==> config.mk <==
export PLATFORM = sky130hd
export DESIGN_NAME = bist_pkt_engine
export DESIGN_NICKNAME = d
export VERILOG_FILES = /design/src/rtl/bist_pkt_pkg.sv /design/src/rtl/bist_pkt_gen.sv /design/src/rtl/bist_pkt_cnt.sv /design/src/rtl/bist_pkt_chk.sv /design/src/rtl/bist_pkt_engine.sv
export SDC_FILE = /design/constraint.sdc
export NUM_CORES = 1
export LEC_CHECK = 0
export BUFFER_PORTS_ARGS = -buffer_cell sky130_fd_sc_hd__buf_2
export CAP_MARGIN = 30
export CORE_ASPECT_RATIO = 1.4
export CORE_MARGIN = 3
export CORE_UTILIZATION = 55
export CTS_BUF_LIST = sky130_fd_sc_hd__clkbuf_4 sky130_fd_sc_hd__clkbuf_8 sky130_fd_sc_hd__clkbuf_16
export CTS_CLUSTER_DIAMETER = 150
export CTS_CLUSTER_SIZE = 20
export DETAILED_ROUTE_END_ITERATION = 6
export PLACE_DENSITY = 0.77
export SLEW_MARGIN = 10
export SYNTH_ARGS = -nofsm -noshare
export SYNTH_HDL_FRONTEND = slang
export SYNTH_SLANG_ARGS = --single-unit
==> constraint.sdc <==
create_clock -name clk -period 4.9 [get_ports clk]
set_input_delay 0 -clock clk [delete_from_list [all_inputs] [get_ports clk]]
set_output_delay 0 -clock clk [all_outputs]
set_load 0.02 [all_outputs]
==> src/rtl/bist_pkt_pkg.sv <==
package bist_pkt_pkg;

  typedef enum logic [1:0] {G_IDLE, G_DATA, G_GAP} gen_state_t;

  // Eight steps of the x^7 + x^6 + 1 register; bit 0 of the result is the newest bit.
  function automatic logic [7:0] prbs7_byte(input logic [6:0] seed);
    logic [6:0] s;
    logic [7:0] b;
    s = seed;
    b = '0;
    for (int i = 0; i < 8; i++) begin
      b = {b[6:0], s[6] ^ s[5]};
      s = {s[5:0], s[6] ^ s[5]};
    end
    return b;
  endfunction

endpackage

==> src/rtl/bist_pkt_gen.sv <==
module bist_pkt_gen
  import bist_pkt_pkg::*;
#(
  parameter int LEN_W = 8,
  parameter int GAP_W = 8
) (
  input  logic             clk,
  input  logic             rst,
  input  logic             gen_en,
  input  logic             prbs_mode,
  input  logic             send_req,
  input  logic [LEN_W-1:0] pkt_len,
  input  logic [GAP_W-1:0] gap_len,
  output logic [7:0]       tx_data,
  output logic             tx_valid,
  output logic             tx_last,
  output logic             busy,
  output logic             send_pend,
  output logic             pkt_done
);

  gen_state_t       st;
  logic [LEN_W-1:0] bcnt;
  logic [GAP_W-1:0] gcnt;
  logic [6:0]       lfsr;
  logic             cur_prbs;
  logic [7:0]       nxt_prbs;
  logic             end_pkt;
  logic             end_gap;

  assign nxt_prbs = prbs7_byte(lfsr);
  assign end_pkt  = ({1'b0, bcnt} + 1'b1) >= {1'b0, pkt_len};
  assign end_gap  = ({1'b0, gcnt} + 1'b1) >= {1'b0, gap_len};

  always_ff @(posedge clk) begin
    if (rst) begin
      st        <= G_IDLE;
      bcnt      <= '0;
      gcnt      <= '0;
      lfsr      <= 7'h7F;
      cur_prbs  <= 1'b0;
      tx_data   <= '0;
      tx_valid  <= 1'b0;
      tx_last   <= 1'b0;
      busy      <= 1'b0;
      send_pend <= 1'b0;
      pkt_done  <= 1'b0;
    end else begin
      tx_valid <= 1'b0;
      tx_last  <= 1'b0;
      busy     <= (st != G_IDLE);
      case (st)
        G_IDLE: begin
          if (gen_en && (prbs_mode || send_pend)) begin
            st       <= G_DATA;
            bcnt     <= '0;
            cur_prbs <= prbs_mode;
          end
        end
        G_DATA: begin
          tx_valid <= 1'b1;
          if (cur_prbs) begin
            tx_data <= nxt_prbs;
            lfsr    <= nxt_prbs[6:0];
          end else begin
            tx_data <= 8'(bcnt);
          end
          if (end_pkt) begin
            tx_last <= 1'b1;
            bcnt    <= '0;
            gcnt    <= '0;
            if (!cur_prbs) begin
              pkt_done  <= 1'b1;
              send_pend <= 1'b0;
              st        <= G_IDLE;
            end else if (!gen_en) begin
              st <= G_IDLE;
            end else if (gap_len != '0) begin
              st <= G_GAP;
            end
          end else begin
            bcnt <= bcnt + 1'b1;
          end
        end
        G_GAP: begin
          gcnt <= gcnt + 1'b1;
          if (end_gap) st <= gen_en ? G_DATA : G_IDLE;
        end
        default: st <= G_IDLE;
      endcase
      if (send_req) begin
        send_pend <= 1'b1;
        pkt_done  <= 1'b0;
      end
    end
  end

  assert_last_in_pkt_R2: assert property (@(posedge clk) disable iff (rst)
    tx_last |-> tx_valid);
  assert_busy_on_byte_R2: assert property (@(posedge clk) disable iff (rst)
    tx_valid |-> busy);
  assert_done_drops_req_R2: assert property (@(posedge clk) disable iff (rst)
    $rose(pkt_done) |-> !send_pend);

endmodule

==> src/rtl/bist_pkt_cnt.sv <==
module bist_pkt_cnt #(
  parameter int W     = 8,
  parameter int INC_W = 1
) (
  input  logic             clk,
  input  logic             rst,
  input  logic             cont,
  input  logic             clr,
  input  logic [INC_W-1:0] inc,
  output logic [W-1:0]     cnt,
  output logic             over
);

  localparam logic [W-1:0] MAXV = {W{1'b1}};

  logic [W:0] sum;

  assign sum  = {1'b0, cnt} + {{(W+1-INC_W){1'b0}}, inc};
  assign over = sum[W] & ~clr;

  always_ff @(posedge clk) begin
    if (rst) begin
      cnt <= '0;
    end else if (clr) begin
      cnt <= W'(inc);
    end else if (sum[W] && !cont) begin
      cnt <= MAXV;
    end else begin
      cnt <= sum[W-1:0];
    end
  end

  assert_sat_hold_R9: assert property (@(posedge clk) disable iff (rst)
    (!cont && !clr && cnt == MAXV) |=> (cnt == MAXV));
  assert_wrap_leaves_max_R10: assert property (@(posedge clk) disable iff (rst)
    (cont && !clr && cnt == MAXV && inc != '0) |=> (cnt != MAXV));

endmodule

==> src/rtl/bist_pkt_chk.sv <==
module bist_pkt_chk
  import bist_pkt_pkg::*;
#(
  parameter int PKT_W    = 8,
  parameter int BYTE_W   = 10,
  parameter int ERR_W    = 8,
  parameter int LOCK_RUN = 8,
  parameter int LOSS_RUN = 4
) (
  input  logic              clk,
  input  logic              rst,
  input  logic              act,
  input  logic              cont,
  input  logic [7:0]        rx_data,
  input  logic              rx_valid,
  input  logic              rx_last,
  input  logic              cmd_latch,
  input  logic              cmd_clear,
  input  logic              stat_ack,
  output logic              locked,
  output logic              sync_loss,
  output logic              pkt_ovf,
  output logic              byte_ovf,
  output logic [ERR_W-1:0]  err_snap,
  output logic [PKT_W-1:0]  pkt_snap,
  output logic [BYTE_W-1:0] byte_snap,
  output logic              wrap_pulse
);

  localparam int RUN_MAX = (LOCK_RUN > LOSS_RUN) ? LOCK_RUN : LOSS_RUN;
  localparam int RUN_W   = $clog2(RUN_MAX + 1);

  logic [6:0]        pred;
  logic [RUN_W-1:0]  run;
  logic [7:0]        exp_b;
  logic [7:0]        diff;
  logic [3:0]        nerr;
  logic              bad;
  logic              take;
  logic [3:0]        err_inc;
  logic [PKT_W-1:0]  pkt_cnt;
  logic [BYTE_W-1:0] byte_cnt;
  logic [ERR_W-1:0]  err_cnt;
  logic              pkt_over, byte_over, err_over;

  assign take    = rx_valid && act;
  assign exp_b   = prbs7_byte(pred);
  assign diff    = exp_b ^ rx_data;
  assign nerr    = 4'($countones(diff));
  assign bad     = |diff;
  assign err_inc = (take && locked) ? nerr : 4'd0;

  always_ff @(posedge clk) begin
    if (rst) begin
      pred      <= '0;
      run       <= '0;
      locked    <= 1'b0;
      sync_loss <= 1'b0;
    end else begin
      if (stat_ack) sync_loss <= 1'b0;
      if (!act) begin
        locked <= 1'b0;
        run    <= '0;
      end else if (rx_valid) begin
        if (!locked) begin
          pred <= rx_data[6:0];
          if (bad) begin
            run <= '0;
          end else if (run == RUN_W'(LOCK_RUN - 1)) begin
            locked <= 1'b1;
            run    <= '0;
          end else begin
            run <= run + 1'b1;
          end
        end else begin
          pred <= exp_b[6:0];
          if (!bad) begin
            run <= '0;
          end else if (run == RUN_W'(LOSS_RUN - 1)) begin
            locked    <= 1'b0;
            run       <= '0;
            sync_loss <= 1'b1;
          end else begin
            run <= run + 1'b1;
          end
        end
      end
    end
  end

  bist_pkt_cnt #(.W(PKT_W), .INC_W(1)) u_pkt_cnt (
    .clk(clk), .rst(rst), .cont(cont), .clr(cmd_clear),
    .inc(take && rx_last), .cnt(pkt_cnt), .over(pkt_over));

  bist_pkt_cnt #(.W(BYTE_W), .INC_W(1)) u_byte_cnt (
    .clk(clk), .rst(rst), .cont(cont), .clr(cmd_clear),
    .inc(take), .cnt(byte_cnt), .over(byte_over));

  bist_pkt_cnt #(.W(ERR_W), .INC_W(4)) u_err_cnt (
    .clk(clk), .rst(rst), .cont(cont), .clr(cmd_clear),
    .inc(err_inc), .cnt(err_cnt), .over(err_over));

  always_ff @(posedge clk) begin
    if (rst) begin
      pkt_ovf    <= 1'b0;
      byte_ovf   <= 1'b0;
      wrap_pulse <= 1'b0;
      err_snap   <= '0;
      pkt_snap   <= '0;
      byte_snap  <= '0;
    end else begin
      wrap_pulse <= cont && (pkt_over || byte_over || err_over);
      if (cmd_clear) begin
        pkt_ovf  <= 1'b0;
        byte_ovf <= 1'b0;
      end else begin
        pkt_ovf  <= pkt_ovf | pkt_over;
        byte_ovf <= byte_ovf | byte_over;
      end
      if (cmd_latch || cmd_clear) begin
        err_snap  <= err_cnt;
        pkt_snap  <= pkt_cnt;
        byte_snap <= byte_cnt;
      end
    end
  end

  assert_loss_needs_lock_R6: assert property (@(posedge clk) disable iff (rst)
    $rose(sync_loss) |-> $past(locked));
  assert_idle_no_count_R4: assert property (@(posedge clk) disable iff (rst)
    (!act && !cmd_clear) |=> $stable(byte_cnt));
  assert_clear_flags_R8: assert property (@(posedge clk) disable iff (rst)
    cmd_clear |=> (!pkt_ovf && !byte_ovf));
  assert_snap_hold_R7: assert property (@(posedge clk) disable iff (rst)
    (!cmd_latch && !cmd_clear) |=> $stable(pkt_snap));

endmodule

==> src/rtl/bist_pkt_engine.sv <==
module bist_pkt_engine #(
  parameter int LEN_W    = 8,
  parameter int GAP_W    = 8,
  parameter int PKT_W    = 8,
  parameter int BYTE_W   = 10,
  parameter int ERR_W    = 8,
  parameter int LOCK_RUN = 8,
  parameter int LOSS_RUN = 4
) (
  input  logic              clk,
  input  logic              rst,
  input  logic              gen_en,
  input  logic              prbs_mode,
  input  logic              send_req,
  input  logic              chk_en,
  input  logic              cont_mode,
  input  logic [LEN_W-1:0]  pkt_len,
  input  logic [GAP_W-1:0]  gap_len,
  input  logic [7:0]        rx_data,
  input  logic              rx_valid,
  input  logic              rx_last,
  input  logic              cmd_latch,
  input  logic              cmd_clear,
  input  logic              stat_ack,
  output logic [7:0]        tx_data,
  output logic              tx_valid,
  output logic              tx_last,
  output logic              busy,
  output logic              send_pend,
  output logic              pkt_done,
  output logic              locked,
  output logic              sync_loss,
  output logic              pkt_ovf,
  output logic              byte_ovf,
  output logic [ERR_W-1:0]  err_snap,
  output logic [PKT_W-1:0]  pkt_snap,
  output logic [BYTE_W-1:0] byte_snap,
  output logic              wrap_pulse
);

  logic chk_act;

  // In fixed-packet mode the checker follows the generator enable.
  assign chk_act = chk_en && (prbs_mode || gen_en);

  bist_pkt_gen #(.LEN_W(LEN_W), .GAP_W(GAP_W)) u_gen (
    .clk(clk), .rst(rst), .gen_en(gen_en), .prbs_mode(prbs_mode),
    .send_req(send_req), .pkt_len(pkt_len), .gap_len(gap_len),
    .tx_data(tx_data), .tx_valid(tx_valid), .tx_last(tx_last),
    .busy(busy), .send_pend(send_pend), .pkt_done(pkt_done));

  bist_pkt_chk #(.PKT_W(PKT_W), .BYTE_W(BYTE_W), .ERR_W(ERR_W),
                 .LOCK_RUN(LOCK_RUN), .LOSS_RUN(LOSS_RUN)) u_chk (
    .clk(clk), .rst(rst), .act(chk_act), .cont(cont_mode),
    .rx_data(rx_data), .rx_valid(rx_valid), .rx_last(rx_last),
    .cmd_latch(cmd_latch), .cmd_clear(cmd_clear), .stat_ack(stat_ack),
    .locked(locked), .sync_loss(sync_loss), .pkt_ovf(pkt_ovf),
    .byte_ovf(byte_ovf), .err_snap(err_snap), .pkt_snap(pkt_snap),
    .byte_snap(byte_snap), .wrap_pulse(wrap_pulse));

endmodule

==> metrics.txt <==
# TYPE chip_impl_metric gauge
chip_impl_metric{name="combinationalPowerShare",unit="%"} 13.7
chip_impl_info{name="status",value="complete, no violations"} 1
chip_impl_metric{name="swShare",unit="%"} 27.3
chip_impl_metric{name="grt_antenna_before_repair",unit=""} 0
chip_impl_metric{name="drive_above_1_share",unit="%"} 16.3
chip_impl_info{name="yosys-top-cells-area",value="sky130_fd_sc_hd__dfxtp_1, sky130_fd_sc_hd__ha_1, sky130_fd_sc_hd__a21oi_1, sky130_fd_sc_hd__nand2_1, sky130_fd_sc_hd__xnor2_1"} 1
chip_impl_metric{name="avgSynthCellArea",unit="µm²"} 8.47
chip_impl_info{name="synth_largest_area_cell",value="sky130_fd_sc_hd__dfxtp_1"} 1
chip_impl_metric{name="post_synth_instance_area",unit="µm²"} 5750
chip_impl_info{name="critical-path-top-delay-family",value="adder cells"} 1
chip_impl_metric{name="fp.coreArea",unit="µm²"} 10100
chip_impl_metric{name="first_global_vias",unit=""} 4663
chip_impl_metric{name="finalHoldViolations",unit=""} 0
chip_impl_metric{name="seq_area_frac_synth",unit="%"} 37.2
chip_impl_metric{name="initial_cell_density_of_the_core",unit="%"} 57.2
chip_impl_metric{name="cts_setup_buffers",unit=""} 0
chip_impl_metric{name="gr-total-overflow",unit=""} 0
chip_impl_metric{name="diodes",unit=""} 0
chip_impl_metric{name="layout_min_cycle_time",unit="ns"} 4.63
chip_impl_info{name="ctsRootBufferMaster",value="sky130_fd_sc_hd__clkbuf_16"} 1
chip_impl_metric{name="die-width",unit="µm"} 92.4
chip_impl_metric{name="syn_inst",unit=""} 679
chip_impl_metric{name="htree_num_levels",unit=""} 3
chip_impl_metric{name="detail_route.wirelength",unit="mm"} 12.6
chip_impl_metric{name="synth.net_count",unit=""} 757
chip_impl_metric{name="synth_compound_gate_area_share",unit="%"} 19.6
chip_impl_metric{name="critical_path.max_fanout",unit=""} 4
chip_impl_metric{name="placedCellCount",unit=""} 862
chip_impl_metric{name="cellLeakagePower",unit="nW"} 2.73
chip_impl_info{name="unrepaired_setup_endpoints_after_global_routing",value="no"} 1
chip_impl_metric{name="internal-power",unit="mW"} 1.35
chip_impl_metric{name="timing.max_slew.rel_slack",unit="%"} 45.4
chip_impl_metric{name="globalplace.congestion",unit=""} 0.825
chip_impl_metric{name="post_synth_fa_ha_maj_area_fraction",unit="%"} 9.79
chip_impl_metric{name="synth_simple_gate_area_share",unit="%"} 18.3
chip_impl_metric{name="maxCapViolations",unit=""} 0
chip_impl_metric{name="synth-edff-count",unit=""} 0
chip_impl_metric{name="worstSkewPairLatency",unit="ns"} 0.35
chip_impl_metric{name="fp.dieArea",unit="µm²"} 11700
chip_impl_info{name="top_reg_cell_synth",value="sky130_fd_sc_hd__dfxtp_1"} 1
chip_impl_metric{name="numClockSinks",unit=""} 107
chip_impl_metric{name="layout_worst_path_cycle_share",unit="%"} 94.6
chip_impl_metric{name="grtUsageTotal",unit="%"} 21.9
chip_impl_metric{name="async_set_or_reset_flop_fraction_in_the_synthesized_netlist",unit="%"} 0
chip_impl_metric{name="drt_iter0_markers",unit=""} 147
chip_impl_info{name="netlist_top_cells_count",value="sky130_fd_sc_hd__dfxtp_1, sky130_fd_sc_hd__nand2_1, sky130_fd_sc_hd__a21oi_1"} 1
chip_impl_metric{name="finish.cell_count_without_fillers",unit=""} 888
chip_impl_metric{name="die_height",unit="µm"} 127
chip_impl_metric{name="synth.area.mux_share",unit="%"} 0.174
chip_impl_metric{name="synth_xor_xnor_area_share",unit="%"} 8.68
chip_impl_metric{name="setup_violations",unit=""} 0
chip_impl_metric{name="fin_worst_hold_slack",unit="ns"} 0.00675
chip_impl_info{name="critical_path.slowest_cell",value="sky130_fd_sc_hd__fa_1"} 1
chip_impl_metric{name="antenna_violating_nets_post_route",unit=""} 0
chip_impl_metric{name="dpl.hpwl",unit="mm"} 9.17
chip_impl_metric{name="core.rowCount",unit=""} 43
chip_impl_metric{name="worst_slew_pin_slew",unit="ns"} 0.819
chip_impl_metric{name="synth_top_area_share",unit="%"} 37.2
chip_impl_metric{name="boundary_pins",unit=""} 80
chip_impl_metric{name="dr_total_vias",unit=""} 4898
chip_impl_info{name="worstSetupPathType",value="flip-flop to flip-flop"} 1
chip_impl_metric{name="worst_path_largest_cell_delay",unit="ns"} 0.54
chip_impl_metric{name="fin_skew",unit="ns"} 0.00967
chip_impl_metric{name="sequentialPowerShare",unit="%"} 48.6
chip_impl_metric{name="synth.ff_latch_count",unit=""} 107
chip_impl_metric{name="maximum_number_of_pins_on_one_net_before_global_route_repair",unit=""} 56
chip_impl_metric{name="grt_pass1_wl",unit="mm"} 21.1
chip_impl_info{name="yosys.cell_count.top_type",value="sky130_fd_sc_hd__dfxtp_1"} 1
chip_impl_metric{name="fmaxAchievable",unit="MHz"} 216
chip_impl_metric{name="crit_arrival",unit="ns"} 4.85
chip_impl_metric{name="portBuffers",unit=""} 79
chip_impl_metric{name="power-per-cell-area",unit="nW/µm²"} 283
chip_impl_metric{name="worst-endpoint-required",unit="ns"} 5.12
chip_impl_metric{name="yosys.cell_types.count",unit=""} 60
chip_impl_metric{name="fin_nets",unit=""} 827
chip_impl_info{name="main_combinational_cell_family_by_area_after_synthesis",value="compound AO/OA/AOI/OAI gates"} 1
chip_impl_metric{name="routed_via_density",unit=""} 5.52
chip_impl_info{name="setup.worst_path.end_class",value="flip-flop"} 1
chip_impl_info{name="timing.critical_path.cells",value="xor2_1, xnor2_1, xnor2_1, ha_1, fa_1, inv_1, fa_1, inv_1, ha_1, fa_1, nand3_1, inv_1, ha_1, a21o_1, a21oi_2, and3b_1, xnor2_1, a21oi_1"} 1
chip_impl_metric{name="netSwitchingPower",unit="mW"} 0.508
chip_impl_metric{name="drtPass1Iterations",unit=""} 4
chip_impl_info{name="cts_tree",value="done"} 1
chip_impl_metric{name="total_power",unit="mW"} 1.86
chip_impl_metric{name="synthesis.yosys.warnings",unit=""} 0
chip_impl_metric{name="route.detailed.wl_per_inst",unit="µm"} 14.2
chip_impl_metric{name="final-max-slew-violation-count",unit=""} 0
chip_impl_metric{name="drcViolationCount",unit=""} 0
chip_impl_metric{name="area_growth",unit="%"} 14.5
chip_impl_metric{name="tns",unit="ns"} 0
chip_impl_metric{name="timing.critical_path.buf_inv",unit=""} 3
chip_impl_metric{name="clk_transition_reported_paths",unit="ns"} 0.07
chip_impl_metric{name="clock_buffers_created_by_tritoncts",unit=""} 9
chip_impl_metric{name="part_of_the_total_power_dissipated_in_the_clock_network",unit="%"} 37.6
chip_impl_metric{name="cts-root-to-sink-buffers",unit=""} 2
chip_impl_metric{name="irDropWorstVdd",unit="µV"} 192
chip_impl_info{name="critical_path.startpoint_type",value="flip-flop"} 1
chip_impl_info{name="timing.hold.worst.class",value="input port to flip-flop"} 1
==> cell usage in the layout (no fill, tap or decap), types with 6 or more instances in the layout <==
cell,n
sky130_fd_sc_hd__dfxtp_1,107
sky130_fd_sc_hd__nand2_1,95
sky130_fd_sc_hd__buf_2,79
sky130_fd_sc_hd__a21oi_1,77
sky130_fd_sc_hd__nor2_1,49
sky130_fd_sc_hd__inv_1,45
sky130_fd_sc_hd__xnor2_1,38
sky130_fd_sc_hd__ha_1,37
sky130_fd_sc_hd__nand3_1,30
sky130_fd_sc_hd__xor2_1,19
sky130_fd_sc_hd__a211oi_1,18
sky130_fd_sc_hd__o21ai_0,13
sky130_fd_sc_hd__o211ai_1,13
sky130_fd_sc_hd__nand2b_1,10
sky130_fd_sc_hd__dlygate4sd3_1,10
sky130_fd_sc_hd__nor3_1,9
sky130_fd_sc_hd__clkbuf_16,9
sky130_fd_sc_hd__a211o_1,6
==> tightest hold or removal path, delay by kind of cell <==
family | cells | cell delay [ns]
and+or+nand+nor | 1 | 0.12
AOI/OAI and AO/OA | 1 | 0.08
buffers and inverters | 1 | 0.10
==> power by group through the flow <==
stage	Sequential [mW]	Clock, mW	Combinational [mW]
floorplan	0.927	0	0.178
detailed placement	0.925	0	0.248
finish	0.905	0.701	0.256
CTS	0.905	0.712	0.257
global route	0.908	0.742	0.297
global placement	0.924	0	0.236
==> per-stage QoR <==
step | setup WS [ns] | util (%) | cell area [µm²]
floorplan | 0.619 | - | 5750
global placement | 0.395 | 61.2 | 6160
detailed placement | 0.177 | 61.2 | 6160
CTS | 0.146 | 65.1 | 6550
global route | 0.00101 | 65.5 | 6590
finish | 0.267 | 65.5 | 6590
==> final cells by class <==
| class | instances | area (µm²) |
|---|---|---|
| Timing Repair Buffer | 92 | 538 |
| Inverter | 46 | 185 |
| Fill cell | 870 | 3480 |
| Clock inverter | 5 | 45.0 |
| Tap cell | 135 | 169 |
| Multi-Input combinational cell | 493 | 3270 |
| Sequential cell | 107 | 2140 |
| Clock buffer | 10 | 239 |
==> routing by layer <==
metal | part of all wire, % | vias to the layer above | global-route usage (%)
met4 | 0.91 | 0 | 7.61
met1 | 42 | 2322 | 24.8
met2 | 54 | 81 | 40.9
met5 | 0 | - | 0
met3 | 3.5 | 9 | 3.53
li1 | - | 2486 | -
==> cell families after synthesis <==
logic type	after synthesis
adders and majority gates	42
xor gates and xnor gates	57
AOI/OAI and AO/OA	165
buffers and inverters	79
muxes	1
DFF	107
and+or+nand+nor	228
==> registers in the layout (all words and copies together) (netlist names), 2 cells and up <==
name / flops
u_gen.bcnt: 8
u_chk.pred: 7
u_chk.u_err_cnt.cnt: 8
u_chk.err_snap: 8
u_gen.gcnt: 8
u_chk.u_pkt_cnt.cnt: 8
u_gen.st: 2
u_chk.run: 4
u_chk.pkt_snap: 8
u_gen.lfsr: 7
u_chk.u_byte_cnt.cnt: 10
u_chk.byte_snap: 10
u_gen.tx_data: 8
==> what timing repair did <==
action / 4_1_cts / 5_1_grt
endpoints found under the hold margin: 11 / 0
resized for setup: 0 / 2
hold buffers: 10 / 0
setup endpoints to repair: 0 / 6
==> final timing paths <==
check	cells past startpoint	endpoint	slack (ns)	start
min reg2reg	2	u_chk.byte_snap[6]	0.45	u_chk.byte_snap[6]
max reg2reg	18	u_chk.u_err_cnt.cnt[6]	0.27	u_chk.pred[6]
max	18	u_chk.u_err_cnt.cnt[6]	0.27	u_chk.pred[6]
min	3	u_chk.u_pkt_cnt.cnt[0]	0.007	rx_last
No activity file was read; power rests on OpenSTA's default activity.
